<file path="src/rtl/rxr_pkg.sv">
package rxr_pkg;

  localparam int OWN_BIT  = 31;
  localparam int LAST_BIT = 28;
  localparam int LEN_W    = 11;

  typedef enum logic [2:0] {
    ST_IDLE, ST_OWN, ST_LEN, ST_DATA, ST_STAT, ST_REL, ST_DROP
  } wr_state_e;

  typedef struct packed {
    logic [2:0] src;
    logic [1:0] cls;
    logic       csum_bad;
    logic       vlan;
    logic [1:0] ptype;
  } side_t;

  // usable buffer size: length field capped at the hardware maximum
  function automatic logic [LEN_W-1:0] eff_limit(input logic [31:0] lenword,
                                                 input int unsigned cap);
    logic [LEN_W-1:0] f;
    f = lenword[LEN_W-1:0];
    return (f > LEN_W'(cap)) ? LEN_W'(cap) : f;
  endfunction

  // contiguous low-lane byte enable for n bytes (0..4)
  function automatic logic [3:0] lane_mask(input logic [2:0] n);
    logic [3:0] m;
    case (n)
      3'd0:    m = 4'b0000;
      3'd1:    m = 4'b0001;
      3'd2:    m = 4'b0011;
      3'd3:    m = 4'b0111;
      default: m = 4'b1111;
    endcase
    return m;
  endfunction

  function automatic logic [31:0] pack_status(input logic [LEN_W-1:0] len,
                                              input side_t s);
    logic [31:0] w;
    w        = '0;
    w[26:16] = len;
    w[14:12] = s.src;
    w[5:4]   = s.cls;
    w[3]     = s.csum_bad;
    w[2]     = s.vlan;
    w[1:0]   = s.ptype;
    return w;
  endfunction

endpackage

</file>
<file path="src/rtl/rxr_ring_ptr.sv">
module rxr_ring_ptr #(
  parameter int AW    = 23,
  parameter int IDX_W = 10
) (
  input  logic          clk,
  input  logic          rst_n,
  input  logic [AW-1:0] ring_base,
  input  logic          advance,
  input  logic          wrap,
  output logic [IDX_W-1:0] idx,
  output logic [AW-1:0] desc_addr
);
  localparam int DESC_WORDS_LOG2 = 2;

  always_ff @(posedge clk) begin
    if (!rst_n)       idx <= '0;
    else if (advance) idx <= wrap ? '0 : idx + 1'b1;
  end

  assign desc_addr = ring_base + (AW'(idx) << DESC_WORDS_LOG2);
endmodule

</file>
<file path="src/rtl/rxr_byte_track.sv">
module rxr_byte_track
  import rxr_pkg::*;
(
  input  logic             clk,
  input  logic             rst_n,
  input  logic             clear,
  input  logic             beat,
  input  logic             last,
  input  logic [1:0]       nbytes,
  input  logic [LEN_W-1:0] limit,
  output logic [LEN_W-1:0] cnt,
  output logic [3:0]       be,
  output logic             wr_en
);
  logic [2:0]       beat_n;
  logic [LEN_W-1:0] room;
  logic [2:0]       take;

  always_comb begin
    beat_n = (last && nbytes != 2'd0) ? {1'b0, nbytes} : 3'd4;
    room   = limit - cnt;
    take   = (room < LEN_W'(beat_n)) ? room[2:0] : beat_n;
    be     = lane_mask(take);
    wr_en  = (take != 3'd0);
  end

  always_ff @(posedge clk) begin
    if (!rst_n || clear) cnt <= '0;
    else if (beat)       cnt <= cnt + LEN_W'(take);
  end
endmodule

</file>
<file path="src/rtl/rx_ring_writer.sv">
module rx_ring_writer
  import rxr_pkg::*;
#(
  parameter int AW      = 23,
  parameter int IDX_W   = 10,
  parameter int MAX_LEN = 1550
) (
  input  logic          clk,
  input  logic          rst_n,
  input  logic [AW-1:0] ring_base,
  output logic          mem_req,
  output logic          mem_we,
  output logic [AW-1:0] mem_addr,
  output logic [31:0]   mem_wdata,
  output logic [3:0]    mem_be,
  input  logic [31:0]   mem_rdata,
  input  logic          in_valid,
  output logic          in_ready,
  input  logic [31:0]   in_data,
  input  logic          in_last,
  input  logic [1:0]    in_nbytes,
  input  logic [2:0]    in_src_port,
  input  logic [1:0]    in_pkt_type,
  input  logic          in_csum_bad,
  input  logic          in_vlan,
  input  logic [1:0]    in_addr_class,
  output logic          rx_done,
  output logic          rx_err
);
  localparam logic [AW-1:0] OFS_LEN  = AW'(2);
  localparam logic [AW-1:0] OFS_STAT = AW'(3);

  wr_state_e        st, st_nx;
  logic [31:0]      w0_q;
  logic [LEN_W-1:0] lim_q;
  side_t            side_q;
  logic             own_ok;

  logic [IDX_W-1:0] idx;
  logic [AW-1:0]    desc_addr;
  logic [AW-1:0]    buf_base;
  logic [LEN_W-1:0] byte_cnt;
  logic [3:0]       trk_be;
  logic             trk_wr;

  // named internal events for the checker
  logic ev_data_wr, ev_stat_wr, ev_rel_wr, ev_drop_busy, ev_beat;

  assign buf_base = AW'(w0_q[24:2]);
  assign ev_beat  = (st == ST_DATA) && in_valid;

  rxr_ring_ptr #(.AW(AW), .IDX_W(IDX_W)) u_ptr (
    .clk(clk), .rst_n(rst_n), .ring_base(ring_base),
    .advance(ev_rel_wr), .wrap(w0_q[LAST_BIT]),
    .idx(idx), .desc_addr(desc_addr)
  );

  rxr_byte_track u_trk (
    .clk(clk), .rst_n(rst_n), .clear(st == ST_LEN), .beat(ev_beat),
    .last(in_last), .nbytes(in_nbytes), .limit(lim_q),
    .cnt(byte_cnt), .be(trk_be), .wr_en(trk_wr)
  );

  always_comb begin
    st_nx        = st;
    mem_req      = 1'b0;
    mem_we       = 1'b0;
    mem_addr     = desc_addr;
    mem_wdata    = '0;
    mem_be       = '0;
    in_ready     = 1'b0;
    rx_done      = 1'b0;
    rx_err       = 1'b0;
    ev_data_wr   = 1'b0;
    ev_stat_wr   = 1'b0;
    ev_rel_wr    = 1'b0;
    ev_drop_busy = 1'b0;
    case (st)
      ST_IDLE: if (in_valid) begin
        mem_req = 1'b1;
        st_nx   = ST_OWN;
      end
      ST_OWN: if (mem_rdata[OWN_BIT]) begin
        mem_req  = 1'b1;
        mem_addr = desc_addr + OFS_LEN;
        st_nx    = ST_LEN;
      end else begin
        rx_err = 1'b1;
        st_nx  = ST_DROP;
      end
      ST_LEN: st_nx = ST_DATA;
      ST_DATA: begin
        in_ready = 1'b1;
        if (in_valid) begin
          if (trk_wr) begin
            mem_req    = 1'b1;
            mem_we     = 1'b1;
            mem_addr   = buf_base + AW'(byte_cnt[LEN_W-1:2]);
            mem_wdata  = in_data;
            mem_be     = trk_be;
            ev_data_wr = 1'b1;
          end
          if (in_last) st_nx = ST_STAT;
        end
      end
      ST_STAT: begin
        mem_req    = 1'b1;
        mem_we     = 1'b1;
        mem_addr   = desc_addr + OFS_STAT;
        mem_wdata  = pack_status(byte_cnt, side_q);
        mem_be     = 4'hF;
        ev_stat_wr = 1'b1;
        st_nx      = ST_REL;
      end
      ST_REL: begin
        mem_req   = 1'b1;
        mem_we    = 1'b1;
        mem_wdata = w0_q & ~(32'h1 << OWN_BIT);
        mem_be    = 4'hF;
        ev_rel_wr = 1'b1;
        rx_done   = 1'b1;
        st_nx     = ST_IDLE;
      end
      ST_DROP: begin
        in_ready     = 1'b1;
        ev_drop_busy = 1'b1;
        if (in_valid && in_last) st_nx = ST_IDLE;
      end
      default: st_nx = ST_IDLE;
    endcase
  end

  always_ff @(posedge clk) begin
    if (!rst_n) begin
      st     <= ST_IDLE;
      w0_q   <= '0;
      lim_q  <= '0;
      side_q <= '0;
      own_ok <= 1'b0;
    end else begin
      st <= st_nx;
      if (st == ST_OWN && mem_rdata[OWN_BIT]) begin
        w0_q   <= mem_rdata;
        own_ok <= 1'b1;
      end
      if (ev_rel_wr) own_ok <= 1'b0;
      if (st == ST_LEN) lim_q <= eff_limit(mem_rdata, MAX_LEN);
      if (ev_beat && in_last)
        side_q <= '{src: in_src_port, cls: in_addr_class, csum_bad: in_csum_bad,
                    vlan: in_vlan, ptype: in_pkt_type};
    end
  end
endmodule

</file>
<file path="config.mk">
export PLATFORM = sky130hd
export DESIGN_NAME = rx_ring_writer
export DESIGN_NICKNAME = d
export VERILOG_FILES = /design/src/rtl/rxr_pkg.sv /design/src/rtl/rxr_ring_ptr.sv /design/src/rtl/rxr_byte_track.sv /design/src/rtl/rx_ring_writer.sv
export SDC_FILE = /design/constraint.sdc
export NUM_CORES = 1
export LEC_CHECK = 0
export BUFFER_PORTS_ARGS = -buffer_cell sky130_fd_sc_hd__buf_2
export CORE_ASPECT_RATIO = 0.5
export CORE_UTILIZATION = 51
export CTS_BUF_LIST = sky130_fd_sc_hd__clkbuf_8
export CTS_CLUSTER_SIZE = 10
export DETAILED_ROUTE_END_ITERATION = 10
export GPL_ROUTABILITY_DRIVEN = 0
export GPL_TIMING_DRIVEN = 0
export MAX_ROUTING_LAYER = met4
export PLACE_DENSITY = 0.83
export SETUP_SLACK_MARGIN = 0.02
export SLEW_MARGIN = 15
export SYNTH_ARGS = -nofsm -noshare
export SYNTH_HDL_FRONTEND = slang
export SYNTH_HIERARCHICAL = 1
export SYNTH_SLANG_ARGS = --single-unit
</file>
<file path="constraint.sdc">
create_clock -name clk -period 3.81 [get_ports clk]
set_clock_uncertainty 0.05 [all_clocks]
set_input_delay 0.5715 -clock clk [delete_from_list [all_inputs] [get_ports clk]]
set_output_delay 0.5715 -clock clk [all_outputs]
set_load 0.05 [all_outputs]
</file>
Word level (Yosys, flattened, before mapping)
Cells that the tools add are included.

storage, ports and cells
  logic and storage cells = 77
  input bits = 102
  register bits after elaboration = 75
  output and inout bits = 64

operators by class
  reduce and logical (&&, ||, !) cells = 14
  add/sub/neg operators = 7
  order comparisons = 2
  mux-type cells = 31
  eq/ne operators = 13

operators by type and width
  cell                                                                   number
  32-bit one-hot mux with 3 select lines                                 1
  23-bit 2-to-1 mux                                                      3
  23-bit one-hot mux with 3 select lines                                 1
  32-bit 2-to-1 mux                                                      2
  23-bit by 2-bit adder with 23-bit output, second input constant        2
  23-bit by 12-bit adder with 23-bit output                              1
  23-bit by 9-bit adder with 23-bit output                               1
  3-bit 2-to-1 mux                                                       7
  3-bit one-hot mux with 6 select lines                                  1
  4-bit one-hot mux with 4 select lines                                  1
  3-bit by 2-bit equality test with 1-bit output, second input constant  4
  11-bit by 3-bit adder with 11-bit output                               1
  11-bit > comparator, second input constant                             1
  11-bit by 3-bit less-than comparator with 1-bit output                 1
  11-bit 2-to-1 mux                                                      1
  11-bit subtractor                                                      1
  10-bit by 1-bit adder with 10-bit output, second input constant        1
  10-bit 2-to-1 mux                                                      1
  3-bit equality test, second input constant                             3
  1-bit 2-to-1 mux                                                       8
  4-bit 2-to-1 mux                                                       2
  2-bit != test, second input constant                                   4
  4-bit one-hot mux with 2 select lines                                  1
  3-bit by 1-bit equality test with 1-bit output, second input constant  2
  10 further kinds                                                       16

Depth between registers and ports, before layout
  depth in word-level cells = 10
  mapped depth = 18
  mapped depth without buffers = 18

Hierarchy
Netlist, hierarchy kept.

modules (own cells, without submodules)
  module          cells each  area an instance (µm²)  instances  sequential area each (µm²)
  rx_ring_writer  608         4,404.2                 1          1,081.0
  rxr_byte_track  176         1,401.3                 1          220.2
  rxr_ring_ptr    138         1,143.6                 1          200.2

Least setup slack after synthesis
Ideal clock, no wire load.

  kind = register to output
  start point = reg u_trk.cnt[0]
  end point = out mem_addr[12]
  path buffers = 2
  slack = -0.740 ns
  data required time = 3.188 ns
  arrival = 3.929 ns
  stages on the path, launching flop included = 16
  cells stage by stage = dfxtp_1 -> ha_1 -> inv_1 -> fa_1 -> xor2_1 -> ha_1 -> a311oi_1 -> and4_1 -> nand4_1 -> a211oi_1 -> nand4_1 -> nand3_1 -> or2_2 -> clkbuf_1 -> clkbuf_1 -> o21ai_0

on the way
  cells in the longest elaborated chain, start to end = 7

ends and longest elaborated chain
  element                                                 RTL line              source
  start, declared                                         rxr_byte_track.sv:11  output logic [LEN_W-1:0] cnt,
  start signal, assigned                                  rxr_byte_track.sv:29  else if (beat) cnt <= cnt + LEN_W'(take);
  11-bit subtractor (*)                                   rxr_byte_track.sv:21  room = limit - cnt;
  11-bit by 3-bit less-than comparator with 1-bit output  rxr_byte_track.sv:22  take = (room < LEN_W'(beat_n)) ? room[2:0] : beat_n;
  3-bit 2-to-1 mux (*)                                    rxr_byte_track.sv:22
  3-bit nonzero test (*)                                  rxr_byte_track.sv:24  wr_en = (take != 3'd0);
  net trk_wr                                              rx_ring_writer.sv:44  logic trk_wr;
  23-bit 2-to-1 mux (*)                                   rx_ring_writer.sv:95  if (trk_wr) begin
  23-bit 2-to-1 mux (*)                                   rx_ring_writer.sv:94  if (in_valid) begin
  23-bit one-hot mux with 3 select lines (*)              rx_ring_writer.sv:78  case (st)
  end, declared                                           rx_ring_writer.sv:13  output logic [AW-1:0] mem_addr,

Mark *: on every way through the listed nets, which the timed path passes. The rest lies on a longest branch.

Final worst setup path
  start point = reg lim_q[0]
  end point = out mem_addr[20]

on the way
  cells in the longest elaborated chain, start to end = 7

ends and longest elaborated chain
  element                                                 RTL line               source
  start, declared                                         rx_ring_writer.sv:35   logic [LEN_W-1:0] lim_q;
  start signal, assigned                                  rx_ring_writer.sv:147  if (st == ST_LEN) lim_q <= eff_limit(mem_rdata, MAX_LEN);
  11-bit subtractor (*)                                   rxr_byte_track.sv:21
  11-bit by 3-bit less-than comparator with 1-bit output  rxr_byte_track.sv:22
  3-bit 2-to-1 mux (*)                                    rxr_byte_track.sv:22
  3-bit nonzero test (*)                                  rxr_byte_track.sv:24
  net trk_wr                                              rx_ring_writer.sv:44
  23-bit 2-to-1 mux (*)                                   rx_ring_writer.sv:95
  23-bit 2-to-1 mux (*)                                   rx_ring_writer.sv:94
  23-bit one-hot mux with 3 select lines (*)              rx_ring_writer.sv:78

Marks and branches as above.

==> impl_results.md <==
* Worst-case vdd ir drop at 0.1913 mV
* Post-synth top cells: nand2_1 (147), dfxtp_1 (75), nor2_1 (51)
* Hold Path Class: input pin to flip-flop
* WHS Path Cells at 3
* Unrepaired setup endpoints after global routing: yes
* Clk sinks at 75
* Worst Setup Path Type: flip-flop to output port
* Post-route design area at 9898 µm²
* Core Area at 12,990 µm²
* Lkg Pwr at 4.036 nW
* Final #Nets at 1,279
* All-Layer GR Usage at 0.3689
* WL final at 27,060 µm
* Crit end category: output port
* Crit path launch type: flip-flop
* Worst hold slack at 0.3691 ns
* DR iter-0 viols at 1,166
* Final ANT Viol Nets at 0
* Die H at 84.54 µm
* Seq cells post-synth at 75
* Antenna violations before repair at 0
* Rel. slew slack at 0.4522
* Total number of vias at 8,770
* Most frequent cell after synthesis: nand2_1
* Ys async rst share at 0
* Clock slew at reported path FFs at 0.10 ns
* Placed Area at 8424 µm²
* Max-Cap Viols at 0
* Die width at 167.1 µm
* Synth cell types at 83
* Row cnt at 29
* Fillers at 827
* Worst Setup Slack, final at -0.9497 ns
* DR DRC count at 0
* Tightest Pin Transition at 0.8187 ns
* CTS tree: yes
* Yosys warning count at 6
* Fin crit period at 4.760 ns
* Worst reg-to-reg path cell count at 19
* Final Setup Violations at 71
* DP HPWL at 18,240 µm
* Worst skew pair latency at 0.39 ns
* Syn Inst Count at 922
* Initial core utilization at 0.5350
* Synth Area per Inst at 7.537 µm²
* Cell Pwr Density at 278.4 nW/µm²
* Register Area at 1526 µm²
* Critical path peak fanout at 3
* Mapped Area at 6949 µm²
* IO Port Bufs at 161
* CTS max path bufs at 2
* Power Total at 0.002756 W
* Number of buffers created by CTS at 9
* Ant. Diodes at 0
* Overflow after GRT at 0
* Crit path DAT at 4.14 ns
* Synth top area cells: dfxtp_1 (22%), nand2_1 (7.9%), ha_1 (6.8%)
* Max-slew violations at 0
* Root buffer cell: clkbuf_8
* Post-synth top area cell: dfxtp_1
* Full die area at 14,120 µm²
* DP Worst Slack at -0.8830 ns
* Post-synth EDFFs at 0
* Ports at 166
* Fmax at 0.2101 GHz
* Failing checks: negative setup slack
* Vias in the first global route at 7,978
* Post-synth top flop: dfxtp_1
* Pre-Repair DR Iteration Count at 8
* Synth top area share at 0.2161
* Hold Vio Cnt, Final at 0
* Htree depth at 3
* Area of the multi-input gates at 5941 µm²
* Status: finished, violations left
* Syn Nets at 1,066
* Data required, critical path at 3.19 ns
* Synthesis-to-layout area growth at 42.44%
* Largest net degree at the start of global routing at 18
* Routed len/inst at 20.66 µm
* Sequential share of the synthesized area at 0.2161
* Layout cells sized above 1 at 0.3491
* First-pass GRT wire length at 40,480 µm
* Crit share post-route at 1.249
* DR vias/cell at 6.695
-- layer usage --
metal | vias to the layer above | track usage | part of all wire
met5 | - | - | 0
met4 | 0 | 0.1751 | 0.051
met3 | 169 | 0.07591 | 0.11
met2 | 722 | 0.5706 | 0.45
met1 | 4077 | 0.4618 | 0.39
li1 | 3802 | - | -
-- stage by stage --
| step | TNS [ns] | instances | util |
|---|---|---|---|
| 2_1_floorplan | -0.3722 | 922 | - |
| 3_3_place_gp | -36.37 | 1253 | 0.6485 |
| 3_5_place_dp | -39.65 | 1253 | 0.6485 |
| 4_1_cts | -40.00 | 1301 | 0.7384 |
| 5_1_grt | -54.86 | 1310 | 0.7620 |
| 6_report | -50.57 | 1310 | 0.7620 |
-- flip-flops by register name, indices dropped and copies added, names as in the netlist --
signal     count
u_trk/cnt     11
lim_q         11
u_ptr/idx     10
w0_q          31
st             3
side_q         9
-- path summary, 6_finish.rpt --
check,startpoint,endpoint,slack (ns)
worst max-delay path,lim_q[0],mem_addr[20],-0.95
worst min-delay path,mem_rdata[30],w0_q[30],0.37
worst max register to register,lim_q[0],u_trk/cnt[9],-0.38
worst min register to register,w0_q[25],w0_q[25],0.43
-- repair_timing --
item                                    4_1_cts  5_1_grt
gates resized for setup                     199       44
hold buffers                                  0        0
pin swaps                                    48       33
setup buffers                                31        9
cloned                                        2        0
endpoints found under the setup margin       71       71
-- layout make-up --
class | count | area share
clock buffer | 9 | 0.01251
sequential | 75 | 0.1542
tap | 170 | 0.02149
inverter | 51 | 0.01934
buffer | 53 | 0.03173
timing repair buffer | 203 | 0.1528
multi-input combinational | 742 | 0.6002
clock inverter | 7 | 0.007711
-- kinds of logic (layout without fill, tap and decap cells) --
group,Yosys count,count (layout),share of synthesized area
AO/OA/AOI/OAI,284,284,0.3019
buffers and inverters,105,323,0.06086
multiplexers,21,21,0.03079
flip-flops,75,75,0.2161
XOR/XNOR,60,60,0.07562
adder cells (fa/ha/maj),42,42,0.07994
AND/OR/NAND/NOR,335,335,0.2348
-- report_power, final --
part / leakage, nW / switching (W) / internal, W / total [W]
combinational: 3.32 / 0.000748 / 0.000504 / 0.00125
clock: 0.103 / 0.000400 / 0.000262 / 0.000662
sequential: 0.614 / 0.0000333 / 0.000809 / 0.000842
-- critical path, stage by stage (launching register included) --
cell and delay [ns]:
dfxtp_2 0.34, inv_2 0.07, ha_4 0.13, inv_2 0.03
fa_2 0.39, and3_4 0.18, or3_4 0.38, a2111oi_4 0.38
nor2_1 0.10, a211oi_2 0.29, nand4_1 0.16, buf_6 0.17
a21bo_4 0.22, a21oi_4 0.14, a221o_1 0.25, o21bai_4 0.16
a221o_2 0.20, buf_8 0.15
-- layout by cell type (no fill, tap or decap), drive strengths merged, types with 4 or more instances in the layout --
cell       n
mux2i     18
or3        8
xnor2     31
o22ai      6
nor3      11
o21ai     46
and2       5
o211ai    10
dfxtp     75
ha        38
a222oi    20
a22o      11
inv       55
nor2b     15
and4       5
clkbuf    49
a221o      4
o2111ai    6
xor2      29
nand2    147
o21a       4
a2111oi    8
nand4     16
nand3     34
a31oi      8
nor4       6
o221ai     8
buf      216
a21boi    39
nand2b    10
a21o      19
a22oi      7
a211oi    20
fa         4
and3       9
a21oi     51
nor2      52
Power figures use the tool's default switching activity.
